===== config.mk =====
export PLATFORM = sky130hd
export DESIGN_NAME = strap_capture_ctrl
export DESIGN_NICKNAME = d
export VERILOG_FILES = /design/src/rtl/strap_pkg.sv /design/src/rtl/strap_sync.sv /design/src/rtl/strap_latch.sv /design/src/rtl/stab_timer.sv /design/src/rtl/strap_capture_ctrl.sv
export SDC_FILE = /design/constraint.sdc
export NUM_CORES = 1
export LEC_CHECK = 0
export BUFFER_PORTS_ARGS = -buffer_cell sky130_fd_sc_hd__buf_4
export CORE_MARGIN = 3
export CORE_UTILIZATION = 35
export CTS_BUF_LIST = sky130_fd_sc_hd__clkbuf_8
export DETAILED_ROUTE_END_ITERATION = 7
export PLACE_DENSITY = 0.54
export SETUP_SLACK_MARGIN = 0.5
export SYNTH_ARGS = -nofsm -noshare
export SYNTH_HDL_FRONTEND = slang
export SYNTH_HIERARCHICAL = 1
export SYNTH_SLANG_ARGS = --single-unit
export TNS_END_PERCENT = 100

===== constraint.sdc =====
create_clock -name clk_i -period 1.8 [get_ports clk_i]
set_clock_uncertainty 0.1 [all_clocks]
set_input_delay 0.54 -clock clk_i [delete_from_list [all_inputs] [get_ports clk_i]]
set_output_delay 0.54 -clock clk_i [all_outputs]
set_load 0.02 [all_outputs]

===== src/rtl/strap_pkg.sv =====
package strap_pkg;

  // Phase of the shared control pin: strobe before capture, power-down after.
  typedef enum logic {
    PH_SAMPLE = 1'b0,
    PH_RUN    = 1'b1
  } strap_phase_e;

  function automatic int cnt_bits(input int limit);
    return (limit < 2) ? 1 : $clog2(limit + 1);
  endfunction

endpackage


===== src/rtl/strap_sync.sv =====
module strap_sync #(
  parameter int WIDTH  = 1,
  parameter int STAGES = 2
) (
  input  logic             clk_i,
  input  logic             rst_n_i,
  input  logic [WIDTH-1:0] d_i,
  output logic [WIDTH-1:0] q_o
);

  logic [WIDTH-1:0] stage_q [STAGES];

  always_ff @(posedge clk_i or negedge rst_n_i) begin
    if (!rst_n_i) stage_q[0] <= '0;
    else          stage_q[0] <= d_i;
  end

  for (genvar s = 1; s < STAGES; s++) begin : g_stage
    always_ff @(posedge clk_i or negedge rst_n_i) begin
      if (!rst_n_i) stage_q[s] <= '0;
      else          stage_q[s] <= stage_q[s-1];
    end
  end

  assign q_o = stage_q[STAGES-1];

endmodule


===== src/rtl/strap_latch.sv =====
module strap_latch
  import strap_pkg::*;
#(
  parameter int WIDTH = 3
) (
  input  logic             clk_i,
  input  logic             rst_n_i,
  input  logic             pgood_sync_i,
  input  logic [WIDTH-1:0] straps_sync_i,
  output logic [WIDTH-1:0] word_o,
  output logic             captured_o
);

  strap_phase_e     phase_q;
  logic [WIDTH-1:0] word_q;

  always_ff @(posedge clk_i or negedge rst_n_i) begin
    if (!rst_n_i) begin
      phase_q <= PH_SAMPLE;
      word_q  <= '0;
    end else if (phase_q == PH_SAMPLE && pgood_sync_i) begin
      phase_q <= PH_RUN;
      word_q  <= straps_sync_i;
    end
  end

  assign word_o     = word_q;
  assign captured_o = (phase_q == PH_RUN);

  // one capture per power cycle, the phase never goes back
  assert_phase_sticky_R3: assert property (@(posedge clk_i) disable iff (!rst_n_i)
    $past(phase_q == PH_RUN) |-> (phase_q == PH_RUN));

  // the word is frozen while in the run phase
  assert_word_frozen_R3: assert property (@(posedge clk_i) disable iff (!rst_n_i)
    (phase_q == PH_RUN && $past(phase_q == PH_RUN)) |-> $stable(word_q));

endmodule


===== src/rtl/stab_timer.sv =====
module stab_timer
  import strap_pkg::*;
#(
  parameter int CYCLES = 32
) (
  input  logic clk_i,
  input  logic rst_n_i,
  input  logic arm_i,
  input  logic pin_ok_i,
  output logic done_o
);

  localparam int CW = cnt_bits(CYCLES);
  localparam logic [CW-1:0] LIMIT = CW'(CYCLES);

  logic [CW-1:0] cnt_q;

  always_ff @(posedge clk_i or negedge rst_n_i) begin
    if (!rst_n_i)                cnt_q <= '0;
    else if (!arm_i || !pin_ok_i) cnt_q <= '0;
    else if (cnt_q != LIMIT)      cnt_q <= cnt_q + CW'(1);
  end

  assign done_o = (cnt_q == LIMIT);

  // the counter saturates at its limit
  assert_count_bounded_R7: assert property (@(posedge clk_i) disable iff (!rst_n_i)
    cnt_q <= LIMIT);

  // a power-down seen by the synchronizer restarts the wait
  assert_restart_on_pd_R8: assert property (@(posedge clk_i) disable iff (!rst_n_i)
    $fell(pin_ok_i) |=> !done_o);

endmodule


===== src/rtl/strap_capture_ctrl.sv =====
module strap_capture_ctrl
  import strap_pkg::*;
#(
  parameter int NUM_STRAPS  = 3,
  parameter int SYNC_STAGES = 2,
  parameter int STAB_CYCLES = 32
) (
  input  logic                  clk_i,
  input  logic                  por_n_i,
  input  logic [NUM_STRAPS-1:0] strap_pins_i,
  input  logic                  pgood_pd_i,
  output logic [NUM_STRAPS-1:0] strap_word_o,
  output logic [NUM_STRAPS-1:0] pad_oe_o,
  output logic                  pwr_down_o,
  output logic                  clk_valid_o
);

  localparam int SW = NUM_STRAPS + 1;

  logic [SW-1:0]         sync_q;
  logic [NUM_STRAPS-1:0] straps_sync;
  logic                  pin_sync;
  logic                  captured;
  logic                  stab_done;
  logic                  oe_q;

  // Straps and control pin share one synchronizer so they stay aligned.
  strap_sync #(.WIDTH(SW), .STAGES(SYNC_STAGES)) u_sync (
    .clk_i  (clk_i),
    .rst_n_i(por_n_i),
    .d_i    ({pgood_pd_i, strap_pins_i}),
    .q_o    (sync_q)
  );

  assign straps_sync = sync_q[NUM_STRAPS-1:0];
  assign pin_sync    = sync_q[NUM_STRAPS];

  strap_latch #(.WIDTH(NUM_STRAPS)) u_latch (
    .clk_i        (clk_i),
    .rst_n_i      (por_n_i),
    .pgood_sync_i (pin_sync),
    .straps_sync_i(straps_sync),
    .word_o       (strap_word_o),
    .captured_o   (captured)
  );

  stab_timer #(.CYCLES(STAB_CYCLES)) u_timer (
    .clk_i   (clk_i),
    .rst_n_i (por_n_i),
    .arm_i   (captured),
    .pin_ok_i(pin_sync),
    .done_o  (stab_done)
  );

  // Pads turn around one clock after the latch closes.
  always_ff @(posedge clk_i or negedge por_n_i) begin
    if (!por_n_i) oe_q <= 1'b0;
    else          oe_q <= captured;
  end

  assign pad_oe_o    = {NUM_STRAPS{oe_q}};
  assign pwr_down_o  = captured & ~pgood_pd_i;
  assign clk_valid_o = captured & stab_done & pgood_pd_i;

  // no pad is driven before the straps are latched
  assert_no_drive_before_capture_R4: assert property (@(posedge clk_i) disable iff (!por_n_i)
    !captured |-> (pad_oe_o == '0));

  // once driven, pads stay outputs
  assert_oe_sticky_R4: assert property (@(posedge clk_i) disable iff (!por_n_i)
    $past(oe_q) |-> (pad_oe_o == '1));

  // power-down and clocks-valid are never both high
  assert_pd_blocks_valid_R6: assert property (@(posedge clk_i) disable iff (!por_n_i)
    pwr_down_o |-> !clk_valid_o);

  // no power-down request before capture
  assert_no_pd_before_capture_R5: assert property (@(posedge clk_i) disable iff (!por_n_i)
    !captured |-> !pwr_down_o);

endmodule


# After elaboration in Yosys (flattened, before gate mapping)
# Index checks and enable logic that the tools add are counted.
# totals
ram_bits	0
out_inout_bits	8
rom_bits	0
wordCells	21
memories	0
latchBits	0
regBits	19
inputBits	6
# classes
n_mul	0
bitwise	5
reduce_logical	5
addsub	1
div	0
muxes	2
n_lt_le_gt_ge	0
n_shift	0
n_eq_ne	2
# op_table
op	count
6-bit 2-to-1 mux	2
6-bit by 1-bit adder with 6-bit output, second input constant	1
6-bit equality test, second input constant	1
6-bit inequality test, second input constant	1
1-bit bitwise AND	3
1-bit zero test	2
1-bit inverter	2
2-bit nonzero test	1
1-bit logical AND	1
1-bit logical OR	1

# Longest topological paths before layout
# logic_depth
word_depth	3
mapped_depth	5
mapped_depth_nobuf	5

# By module
# The synthesis kept the hierarchy.
# modules_own_cells
module	cells_per_inst	area_each_um2	seq_area_each_um2	n_inst
stab_timer	33	336.6	150.1	1
strap_sync	12	230.2	200.2	1
strap_latch	9	165.2	100.1	1
strap_capture_ctrl	6	63.8	25.0	1

# Worst setup path before layout
# OpenSTA, ideal clock, no wires.
# synth_timing
path_type	flip-flop to output port
startpoint	register u_timer.cnt_q[0]
endpoint	output port clk_valid_o
path_buffers	0
arrival_time_ns	1.182
path_stages_with_launch	6
required_time_ns	1.160
setup_slack_ns	-0.022
cell_sequence	dfrtp_1 inv_1 ha_1 nand2_1 nor4_4 and3_2
# synth_via
elab_chain_len	3
# synth_lines
item	line_no	text
start: declaration	stab_timer.sv:16	logic [CW-1:0] cnt_q;
start signal: assignment	stab_timer.sv:21	else if (cnt_q != LIMIT) cnt_q <= cnt_q + CW'(1);
6-bit equality test	stab_timer.sv:24	assign done_o = (cnt_q == LIMIT);
net stab_done	strap_capture_ctrl.sv:24	logic stab_done;
1-bit bitwise AND (2 in series)	strap_capture_ctrl.sv:63	assign clk_valid_o = captured & stab_done & pgood_pd_i;
end: declaration	strap_capture_ctrl.sv:15	output logic clk_valid_o
# The timed path passes the listed nets, and every way through them passes these cells.

# Worst setup path after layout
# Ends and elaborated chain as after synthesis.

==> flow_metrics.env <==
export IMPL_status="finished, violations left"
export IMPL_violations="negative setup slack"
export IMPL_worstPathRequired_ps=1160
export IMPL_hold_viol=0
export IMPL_clock_latency_ps=250
export IMPL_tns_ps=-290
export IMPL_coreArea_um2=2060
export IMPL_grt_setup_unrepaired="yes"
export IMPL_ys_seq_area_frac=0.597
export IMPL_synth_nets=68
export IMPL_synth_area_per_cell_um2=13.3
export IMPL_ys_ff_latch=19
export IMPL_route_detailed_drc=0
export IMPL_clk_pin_slew_ps=80
export IMPL_ctsHtreeMaxLevel=1
export IMPL_fin_util=0.512
export IMPL_pin_count=14
export IMPL_ys_top_cells_by_area="dfrtp_1 60%, buf_4 6.6%, mux2_4 5.7%"
export IMPL_powerDensity_nw_per_um2=833
export IMPL_tightest_slew_ps=243
export IMPL_syn_inst=60
export IMPL_tritoncts="built"
export IMPL_max_freq_mhz=479
export IMPL_drv_cap=0
export IMPL_ctsHoldBuffers=0
export IMPL_routed_wl_mm=1.29
export IMPL_synth_cell_types=23
export IMPL_slowest_stage="dfrtp_1"
export IMPL_portBuffers=13
export IMPL_reg2reg_depth=6
export IMPL_place_hpwl_um=861
export IMPL_slew_viol_final=0
export IMPL_track_usage=0.105
export IMPL_seqPwrFrac=0.528
export IMPL_vias_per_cell=4.58
export IMPL_period_share=1.16
export IMPL_cellLeakagePower_nw=0.463
export IMPL_critPathKind="reg -> out"
export IMPL_antenna_found_initial=0
export IMPL_fin_ws_ps=-290
export IMPL_cp_cell_sequence="inv_1 > ha_1 > nand2_2 > nor4_4 > and3_4 > buf_4"
export IMPL_place_worst_setup_slack_ps=-0.166
export IMPL_clock_sinks=19
export IMPL_critical_path_max_fanout=2
export IMPL_die_x_um=53.7
export IMPL_overflow=0
export IMPL_drive_gt1_frac=0.494
export IMPL_setup_viol=1
export IMPL_internal_power_mw=0.668
export IMPL_maxSlewHeadroom=0.838
export IMPL_async_flop_share=1.00
export IMPL_die_area_um2=2880
export IMPL_min_period_ps=2090
export IMPL_yosysTopAreaCell="dfrtp_1"
export IMPL_gp_congestion=0.730
export IMPL_combPwrFrac=0.126
export IMPL_syn_to_final_growth_pct=32.5
export IMPL_grt_start_max_net_pins=20
export IMPL_cts_buffers_inserted=3
export IMPL_ir_worst_vdd_mv=0.532
export IMPL_grt_pass1_wl_mm=2.13
export IMPL_vias=486
export IMPL_power_mw=0.878
export IMPL_rows=16
export IMPL_hold_class="in -> async"
export IMPL_startpoint_type="flip-flop"
export IMPL_synth_flop_cell="dfrtp_1"
export IMPL_slowest_delay_ps=390
export IMPL_mostFrequentLayoutCells="19 x dfrtp_1, 13 x buf_4, 9 x buf_6"
export IMPL_arrival_ps=1450
export IMPL_endpoint_kind="output pin"
export IMPL_synth_edf_count=0
export IMPL_final_common_cell="dfrtp_1"
export IMPL_diodes=0
export IMPL_grt_pass1_vias=466
export IMPL_synth_area_um2=796
export IMPL_clk_path_buf_depth=2
export IMPL_start_util=0.386
export IMPL_first_iter_violations=17
export IMPL_root_buffer="clkbuf_8"
export IMPL_wl_per_cell_um=12.1
export IMPL_fin_nets=88
export IMPL_antenna_left=0
export IMPL_synth_top_area_frac=0.597
export IMPL_p_switching_mw=0.211
export IMPL_clockPowerShare=0.345
export IMPL_ys_warn_count=6
export IMPL_p_sw_frac=0.240
export IMPL_first_pass_iters=4
export IMPL_fp_dieH_um=53.7
## per-stage QoR
step / hold slack (ps) / area [µm²] / std cells
after detailed placement: 236 / 923 / 99
after global routing: 51.6 / 1050 / 106
after floorplan: 144 / 800 / 60
after CTS: 49.8 / 1010 / 104
final: 36.1 / 1050 / 106
after global placement: 233 / 923 / 99
## layout make-up
class	count	area, µm²
fillers	177	1010
flip-flops and latches	19	475
multi-input cells	32	290
repair buffers	22	199
clock buffers	3	41.3
well taps	27	33.8
clock inverters	1	7.51
inverters	2	7.51
## power by group through the flow
stage          clock, mW  combinational (mW)  sequential (mW)
2_1_floorplan          0              0.0378            0.479
3_3_place_gp           0              0.0870            0.470
3_5_place_dp           0              0.0877            0.471
4_1_cts            0.308              0.0997            0.464
5_1_grt            0.335               0.123            0.467
6_report           0.303               0.111            0.464
## logic make-up after synthesis
kind of cell	synth area share
AOI/OAI and AO/OA	0.0204
xor gates and xnor gates	0.0220
adders and majority gates	0.0314
buffers and inverters	0.0755
DFF	0.597
muxes	0.0818
and+or+nand+nor	0.171
## worst paths after layout
check,slack [ps],start,endpoint
hold / removal,40,por_n_i,u_timer/cnt_q[5]
hold reg to reg,250,u_sync/stage_q[6],u_sync/q_o[2]
min in group clk_i,250,u_sync/stage_q[6],u_sync/q_o[2]
setup / recovery,-290,u_timer/cnt_q[0],clk_valid_o
setup reg to reg,410,u_timer/cnt_q[0],u_timer/cnt_q[0]
max in group asynchronous,1370,por_n_i,u_sync/stage_q[6]
## synthesized netlist by cell type, types with 2 or more instances
cell type,n
inv_1,2
nand2_1,3
mux2i_1,2
ha_1,2
buf_4,7
mux2_4,3
nand3_1,7
dfrtp_1,19
## timing repair
action                     in CTS  in global routing
resized for setup               8                  7
setup buffers                   1                  2
pin swaps                       0                  3
setup endpoints to repair      11                 13
## registers in the layout (all words and copies together) (netlist names)
register / cells
u_sync/stage_q: 4
oe_q: 1
u_timer/cnt_q: 6
u_latch/captured_o: 1
u_sync/q_o: 4
u_latch/word_o: 3
## layer usage
layer | vias up | share of wire | routed length, µm | GRT usage
li1 | 234 | - | - | -
met1 | 233 | 0.49 | 634 | 0.167
met2 | 17 | 0.45 | 572 | 0.129
met3 | 2 | 0.053 | 68 | 0.0249
met4 | 0 | 0.0070 | 9 | 0.0511
met5 | - | 0 | 0 | 0
## critical path, delay by kind of cell (launching register included)
kind | cells | cell delay, ps
buf+inv | 2 | 210
simple gates | 3 | 420
fa+ha+maj | 1 | 160
flops | 1 | 390
No activity file was read; power rests on OpenSTA's default activity.
